## config.mk

```make
export PLATFORM = sky130hd
export DESIGN_NAME = cfg_seq_top
export DESIGN_NICKNAME = d
export VERILOG_FILES = /design/src/rtl/cfg_seq_pkg.sv /design/src/rtl/cfg_seq_cmd.sv /design/src/rtl/cfg_seq_ctrl.sv /design/src/rtl/cfg_seq_top.sv
export SDC_FILE = /design/constraint.sdc
export NUM_CORES = 1
export LEC_CHECK = 0
export ABC_AREA = 1
export CORE_MARGIN = 3
export CORE_UTILIZATION = 30
export DETAILED_ROUTE_END_ITERATION = 10
export SLEW_MARGIN = 10
export SYNTH_ARGS = -nofsm -noshare
export SYNTH_HDL_FRONTEND = slang
export SYNTH_SLANG_ARGS = --single-unit
```

## constraint.sdc

```tcl
create_clock -name clk -period 5.4 [get_ports clk]
set_input_delay 0.54 -clock clk [delete_from_list [all_inputs] [get_ports clk]]
set_output_delay 0.54 -clock clk [all_outputs]
set_load 0.01 [all_outputs]
```

## src/rtl/cfg_seq_pkg.sv

```systemverilog
package cfg_seq_pkg;

  localparam int LVL_W      = 3;
  localparam int ID_SLICE   = 7;
  localparam int ID_BYTES   = 3;
  localparam int ID_W       = ID_SLICE * ID_BYTES;
  localparam int PREFIX_LEN = 9;
  localparam int START_LEN  = 9;

  localparam logic [7:0] A_MODE  = 8'h88;
  localparam logic [7:0] A_THR_A = 8'h89;
  localparam logic [7:0] A_THR_B = 8'h8A;
  localparam logic [7:0] A_PULSE = 8'h8D;

  localparam logic [7:0] MODE_BASE   = 8'h40;
  localparam logic [7:0] MODE_PAIR56 = 8'h10;
  localparam logic [7:0] MODE_PAIR78 = 8'h08;
  localparam logic [7:0] PULSE_ARM   = 8'h06;
  localparam logic [7:0] PULSE_IDLE  = 8'h02;

  typedef enum logic {SEQ_INIT = 1'b0, SEQ_START = 1'b1} seq_kind_e;

  typedef struct packed {
    logic [7:0] addr;
    logic [7:0] data;
  } cmd_t;

  function automatic logic [7:0] thr_code(input logic [LVL_W-1:0] lvl);
    case (lvl)
      3'd0:    thr_code = 8'h2E;
      3'd1:    thr_code = 8'h39;
      3'd2:    thr_code = 8'h45;
      3'd3:    thr_code = 8'h6C;
      default: thr_code = 8'h7F;
    endcase
  endfunction

  function automatic logic [7:0] id_addr(input logic [1:0] k);
    case (k)
      2'd0:    id_addr = 8'h8C;
      2'd1:    id_addr = 8'h8E;
      default: id_addr = 8'h8F;
    endcase
  endfunction

  function automatic cmd_t init_prefix(input int pos);
    case (pos)
      0:       init_prefix = '{addr: A_MODE,  data: 8'h41};
      1:       init_prefix = '{addr: A_THR_A, data: 8'h64};
      2:       init_prefix = '{addr: A_THR_B, data: 8'h64};
      3:       init_prefix = '{addr: A_MODE,  data: 8'h41};
      4:       init_prefix = '{addr: A_MODE,  data: 8'h40};
      5:       init_prefix = '{addr: A_PULSE, data: 8'h01};
      6:       init_prefix = '{addr: A_PULSE, data: 8'h05};
      7:       init_prefix = '{addr: A_PULSE, data: 8'h01};
      default: init_prefix = '{addr: A_PULSE, data: 8'h02};
    endcase
  endfunction

endpackage

```

## src/rtl/cfg_seq_cmd.sv

```systemverilog
module cfg_seq_cmd
  import cfg_seq_pkg::*;
#(
  parameter int REPEAT_PAIRS = 57,
  parameter int IDX_W        = 7
) (
  input  seq_kind_e        kind,
  input  logic [IDX_W-1:0] idx,
  input  logic [ID_W-1:0]  dev_id,
  input  logic [7:0]       thr_a,
  input  logic [7:0]       thr_b,
  input  logic [7:0]       mode,
  output cmd_t             cmd
);

  localparam int LOOP_END = PREFIX_LEN + 2 * REPEAT_PAIRS;
  localparam int ID_END   = LOOP_END + ID_BYTES;

  logic [7:0] id_byte [ID_BYTES];

  for (genvar g = 0; g < ID_BYTES; g++) begin : g_id_slice
    assign id_byte[g] = {1'b0, dev_id[g*ID_SLICE +: ID_SLICE]};
  end

  int         pos;
  logic [1:0] k;

  always_comb begin
    pos = int'(idx);
    k   = 2'd0;
    cmd = '{addr: A_MODE, data: MODE_BASE};
    if (kind == SEQ_INIT) begin
      if (pos < PREFIX_LEN) begin
        cmd = init_prefix(pos);
      end else if (pos < LOOP_END) begin
        cmd.addr = A_PULSE;
        cmd.data = (((pos - PREFIX_LEN) % 2) == 0) ? PULSE_ARM : PULSE_IDLE;
      end else if (pos < ID_END) begin
        k        = 2'(pos - LOOP_END);
        cmd.addr = id_addr(k);
        cmd.data = id_byte[k];
      end
    end else begin
      case (pos)
        0: cmd = '{addr: A_THR_A, data: thr_a};
        1: cmd = '{addr: A_THR_B, data: thr_b};
        2: cmd = '{addr: A_MODE,  data: mode};
        3, 4, 5: begin
          k        = 2'(pos - 3);
          cmd.addr = id_addr(k);
          cmd.data = 8'h00;
        end
        default: begin
          k        = 2'(pos - 6);
          cmd.addr = id_addr(k);
          cmd.data = id_byte[k];
        end
      endcase
    end
  end

endmodule

```

## src/rtl/cfg_seq_ctrl.sv

```systemverilog
module cfg_seq_ctrl
  import cfg_seq_pkg::*;
#(
  parameter int IDX_W    = 7,
  parameter int INIT_LEN = 127
) (
  input  logic             clk,
  input  logic             rst_n,
  input  logic             init_req,
  input  logic             start_req,
  input  logic             fire,
  output logic             busy,
  output seq_kind_e        kind,
  output logic [IDX_W-1:0] idx,
  output logic             phase,
  output logic             done,
  output logic             accept
);

  localparam logic [IDX_W-1:0] INIT_LAST  = IDX_W'(INIT_LEN - 1);
  localparam logic [IDX_W-1:0] START_LAST = IDX_W'(START_LEN - 1);

  logic             busy_q, busy_d;
  seq_kind_e        kind_q, kind_d;
  logic [IDX_W-1:0] idx_q, idx_d;
  logic             phase_q, phase_d;
  logic             done_q, done_d;
  logic [IDX_W-1:0] last_idx;

  always_comb begin
    accept   = !busy_q && (init_req || start_req);
    last_idx = (kind_q == SEQ_INIT) ? INIT_LAST : START_LAST;
    busy_d   = busy_q;
    kind_d   = kind_q;
    idx_d    = idx_q;
    phase_d  = phase_q;
    done_d   = 1'b0;
    if (accept) begin
      busy_d  = 1'b1;
      kind_d  = init_req ? SEQ_INIT : SEQ_START;
      idx_d   = '0;
      phase_d = 1'b0;
    end else if (busy_q && fire) begin
      if (!phase_q) begin
        phase_d = 1'b1;
      end else if (idx_q == last_idx) begin
        busy_d  = 1'b0;
        phase_d = 1'b0;
        done_d  = 1'b1;
      end else begin
        idx_d   = idx_q + 1'b1;
        phase_d = 1'b0;
      end
    end
  end

  always_ff @(posedge clk or negedge rst_n) begin
    if (!rst_n) begin
      busy_q  <= 1'b0;
      kind_q  <= SEQ_INIT;
      idx_q   <= '0;
      phase_q <= 1'b0;
      done_q  <= 1'b0;
    end else begin
      busy_q  <= busy_d;
      kind_q  <= kind_d;
      idx_q   <= idx_d;
      phase_q <= phase_d;
      done_q  <= done_d;
    end
  end

  assign busy  = busy_q;
  assign kind  = kind_q;
  assign idx   = idx_q;
  assign phase = phase_q;
  assign done  = done_q;

endmodule

```

## src/rtl/cfg_seq_top.sv

```systemverilog
module cfg_seq_top
  import cfg_seq_pkg::*;
#(
  parameter int REPEAT_PAIRS = 57
) (
  input  logic             clk,
  input  logic             rst_n,
  input  logic             init_req,
  input  logic             start_req,
  input  logic [ID_W-1:0]  dev_id,
  input  logic [LVL_W-1:0] lvl_a,
  input  logic [LVL_W-1:0] lvl_b,
  input  logic [1:0]       diff_sel,
  output logic             out_valid,
  output logic [7:0]       out_data,
  input  logic             out_ready,
  output logic             done
);

  localparam int INIT_LEN = PREFIX_LEN + 2 * REPEAT_PAIRS + ID_BYTES + 1;
  localparam int IDX_W    = $clog2(INIT_LEN);

  logic [1:0] rst_pipe;
  logic       rst_sync_n;

  always_ff @(posedge clk or negedge rst_n) begin
    if (!rst_n) rst_pipe <= 2'b00;
    else        rst_pipe <= {rst_pipe[0], 1'b1};
  end
  assign rst_sync_n = rst_pipe[1];

  logic             busy, byte_phase, accept, fire;
  seq_kind_e        kind;
  logic [IDX_W-1:0] idx;
  cmd_t             cmd;

  logic [ID_W-1:0] id_q;
  logic [7:0]      thr_a_q, thr_b_q, mode_q, mode_d;

  always_comb begin
    mode_d = MODE_BASE;
    if (diff_sel[0]) mode_d = mode_d | MODE_PAIR56;
    if (diff_sel[1]) mode_d = mode_d | MODE_PAIR78;
  end

  always_ff @(posedge clk or negedge rst_sync_n) begin
    if (!rst_sync_n) begin
      id_q    <= '0;
      thr_a_q <= '0;
      thr_b_q <= '0;
      mode_q  <= '0;
    end else if (accept) begin
      id_q    <= dev_id;
      thr_a_q <= thr_code(lvl_a);
      thr_b_q <= thr_code(lvl_b);
      mode_q  <= mode_d;
    end
  end

  assign fire = busy && out_ready;

  cfg_seq_ctrl #(
    .IDX_W   (IDX_W),
    .INIT_LEN(INIT_LEN)
  ) u_ctrl (
    .clk      (clk),
    .rst_n    (rst_sync_n),
    .init_req (init_req),
    .start_req(start_req),
    .fire     (fire),
    .busy     (busy),
    .kind     (kind),
    .idx      (idx),
    .phase    (byte_phase),
    .done     (done),
    .accept   (accept)
  );

  cfg_seq_cmd #(
    .REPEAT_PAIRS(REPEAT_PAIRS),
    .IDX_W       (IDX_W)
  ) u_cmd (
    .kind  (kind),
    .idx   (idx),
    .dev_id(id_q),
    .thr_a (thr_a_q),
    .thr_b (thr_b_q),
    .mode  (mode_q),
    .cmd   (cmd)
  );

  assign out_valid = busy;
  assign out_data  = byte_phase ? cmd.data : cmd.addr;

endmodule

```

==> impl_metrics.tcl <==
set metrics [dict create \
    status "finished, final reports clean" \
    synth-xor-area-share 0.0109 \
    antenna_found_initial 0 \
    max_freq_mhz 253 \
    synthFlopType "dfrtp_1" \
    crit_fanout 30 \
    avgRoutedWirePerCell_um 13.2 \
    globalplace.congestion 0.921 \
    synthSimpleGateAreaFrac 0.361 \
    vias_per_cell 4.67 \
    arrival_ns 3.41 \
    synthesis.instances 467 \
    synth_fa_ha_area_frac 0.0233 \
    remaining_drc_errors 0 \
    irDropWorstVdd_uv 215 \
    rows 37 \
    io_buffers 43 \
    synth_cell_types 35 \
    io_pins 44 \
    grt_pass1_wl_um 14200 \
    dpl.hpwl_um 6350 \
    hold_viol_final 0 \
    yosysTopAreaCellShare 0.380 \
    drt_wl_total_um 8420 \
    critPathKind "reg -> out" \
    fin_skew_ns 0.00563 \
    grt_usage 0.149 \
    clk_pin_slew_worst_paths_ns 0.10 \
    synth_fp_nets 507 \
    fill_cells 1145 \
    preCtsSetupSlack_ns 1.85 \
    synth_compound_area_frac 0.134 \
    synth_seq_area_share 0.380 \
    cts_tree "yes" \
    setup_tns_ns 0 \
    ys_warn_count 0 \
    regArea_um2 1230 \
    post_cts_buffers 0 \
    cts_buffer_depth 2 \
    finalCriticalPeriod_ns 3.95 \
    synth_most_common_cell "nand2_1" \
    synth_edf_count 0 \
    setup-violations-final 0 \
    htree_levels 2 \
    relSlewSlack 0.308 \
    worst_pin_slew_ns 1.04 \
    cp-start-kind "register" \
    die_h_um 110 \
    nNetsFinal 542 \
    p_total_mw 2.44 \
    syn_to_final_growth_pct 19.8 \
    critPathCaptureType "output pin" \
    first_global_vias 2875 \
    synth_area_um2 3230 \
    root_buffer "clkbuf_8" \
    synth_area_leaders "dfrtp_1 (38%), nand2_1 (19%), o21ai_0 (6.4%)" \
    start_util 0.310 \
    synth_seq_cells 49 \
    die-area_um2 12000 \
    drtIter0Drc 180 \
    dieWidth_um 110 \
    antenna_cells 0 \
    drive_above_1_share 0.101 \
    grt_max_degree 48 \
    synthMuxAreaShare 0 \
    multiInputGateArea_um2 1710 \
    finalCritPeriodShare 0.732 \
    synth_top_area_cell "dfrtp_1" \
    core-area_um2 10400 \
    layout_setup_ws_ns 1.45 \
    synth_top_family_by_area "simple AND/OR/NAND/NOR gates" \
    hold_buffers 0 \
    synth_area_per_cell_um2 6.91 \
    num_vias 2986 \
    async_reset_ff_frac 1.00 \
    hold_path.class "reg -> reg" \
    p_leak_nw 1.87 \
    detail-route-antenna-nets 0 \
    clkLatencyLatePin_ns 0.31 \
    grt_overflow 0 \
    synth_common_cells "nand2_1 (164), dfrtp_1 (49), inv_1 (44)" \
    dr.pass1.iters 4 \
    rsz0062_at_grt "false" \
    cap_viol_max_count 0 \
    cts_sinks 49 \
    cts_resized 0 \
    power.density_nw_per_um2 630 \
    drv_slew 0 \
    required_ns 4.86 \
    cts_inserted_buffers 5 \
]
==> per-stage QoR <==
stage	utilization	instance area (um^2)	hold slack [ns]	cells
CTS	0.371	3870	0.368	639
detailed placement	0.360	3750	0.340	631
global placement	0.360	3750	0.338	631
floorplan	-	3230	0.244	467
finish	0.371	3870	0.363	639
global route	0.371	3870	0.366	639
==> cell usage in the layout, fill, tap and decap left out <==
master and count:
o21ai_1 6, o21ai_0 41, xor2_1 4, clkinvlp_4 1, nand3_4 2, nor3_1 3
clkdlybuf4s50_1 43, nor2_8 2, conb_1 1, a21oi_2 4, nand4_1 2, nor2_4 3
buf_4 1, o22ai_1 4, dfrtp_1 48, ha_1 6, a21oi_1 15, and2_1 1
nand3_1 24, nand2_4 2, inv_8 1, nand2_2 5, inv_2 10, clkbuf_8 5
or2_2 2, nand3_2 2, o21ai_2 1, nor2_2 7, o21bai_1 1, nor2_1 39
bufinv_16 1, a22oi_1 5, o31ai_1 1, nand2_1 164, dfrtp_2 1, inv_1 44
nor3_2 1
==> routing by layer <==
layer	share of wire	GRT usage
met1	0.47	0.202
met2	0.49	0.251
met3	0.029	0.0194
met4	0.0095	0.0374
met5	0	0
==> power by group <==
part	switching [mW]	internal, mW
logic	0.907	0.559
clock network	0.141	0.141
registers	0.180	0.508
==> final timing paths <==
kind                                                start                         to  slack, ns  depth (start not counted)
min in group asynchronous                           rst_n      rst_pipe[1]$_DFF_PN0_       0.37                          1
worst max register to register  u_ctrl.idx[0]$_DFFE_PN0P_  u_ctrl.idx[1]$_DFFE_PN0P_       3.42                          4
worst min register to register      rst_pipe[0]$_DFF_PN0_      rst_pipe[1]$_DFF_PN0_       0.36                          0
worst max-delay path            u_ctrl.idx[0]$_DFFE_PN0P_                out_data[0]       1.45                         12
worst min-delay path                rst_pipe[0]$_DFF_PN0_      rst_pipe[1]$_DFF_PN0_       0.36                          0
max in group asynchronous           rst_pipe[1]$_DFF_PN0_     thr_a_q[1]$_DFFE_PN0P_       4.29                          0
==> flip-flops by register name, summed over array words and instances (netlist names) <==
signal	count
thr_a_q	6
u_ctrl.phase	1
mode_q	3
u_ctrl.idx	7
thr_b_q	6
rst_pipe	2
u_ctrl.kind	1
u_ctrl.done	1
id_q	21
u_ctrl.busy	1
==> kinds of logic after synthesis <==
| family | count (synthesis) |
|---|---|
| buffers and inverters | 70 |
| DFF | 49 |
| adders and majority gates | 6 |
| AOI/OAI and AO/OA | 78 |
| and+or+nand+nor | 259 |
| xor gates and xnor gates | 4 |
| other | 1 |
==> worst max-delay path: stages, from the launching register on <==
cell and delay [ns]:
dfrtp_1 0.89, inv_2 0.27, ha_1 0.46, inv_1 0.19, nor2_1 0.06, inv_1 0.10
o21ai_0 0.08, o21ai_0 0.24, nand2_1 0.08, nand2_1 0.07, nand2_1 0.05, nand2_1 0.07
clkdlybuf4s50_1 0.53
==> final cells by class <==
class                      count  share of cell area
sequential                    49               0.317
tap                          136              0.0440
inverter                      54              0.0524
clock buffer                   5              0.0178
clock inverter                 3              0.0126
timing repair buffer          44               0.113
multi-input combinational    348               0.442
Note: power is estimated with default switching activity, not from simulation.
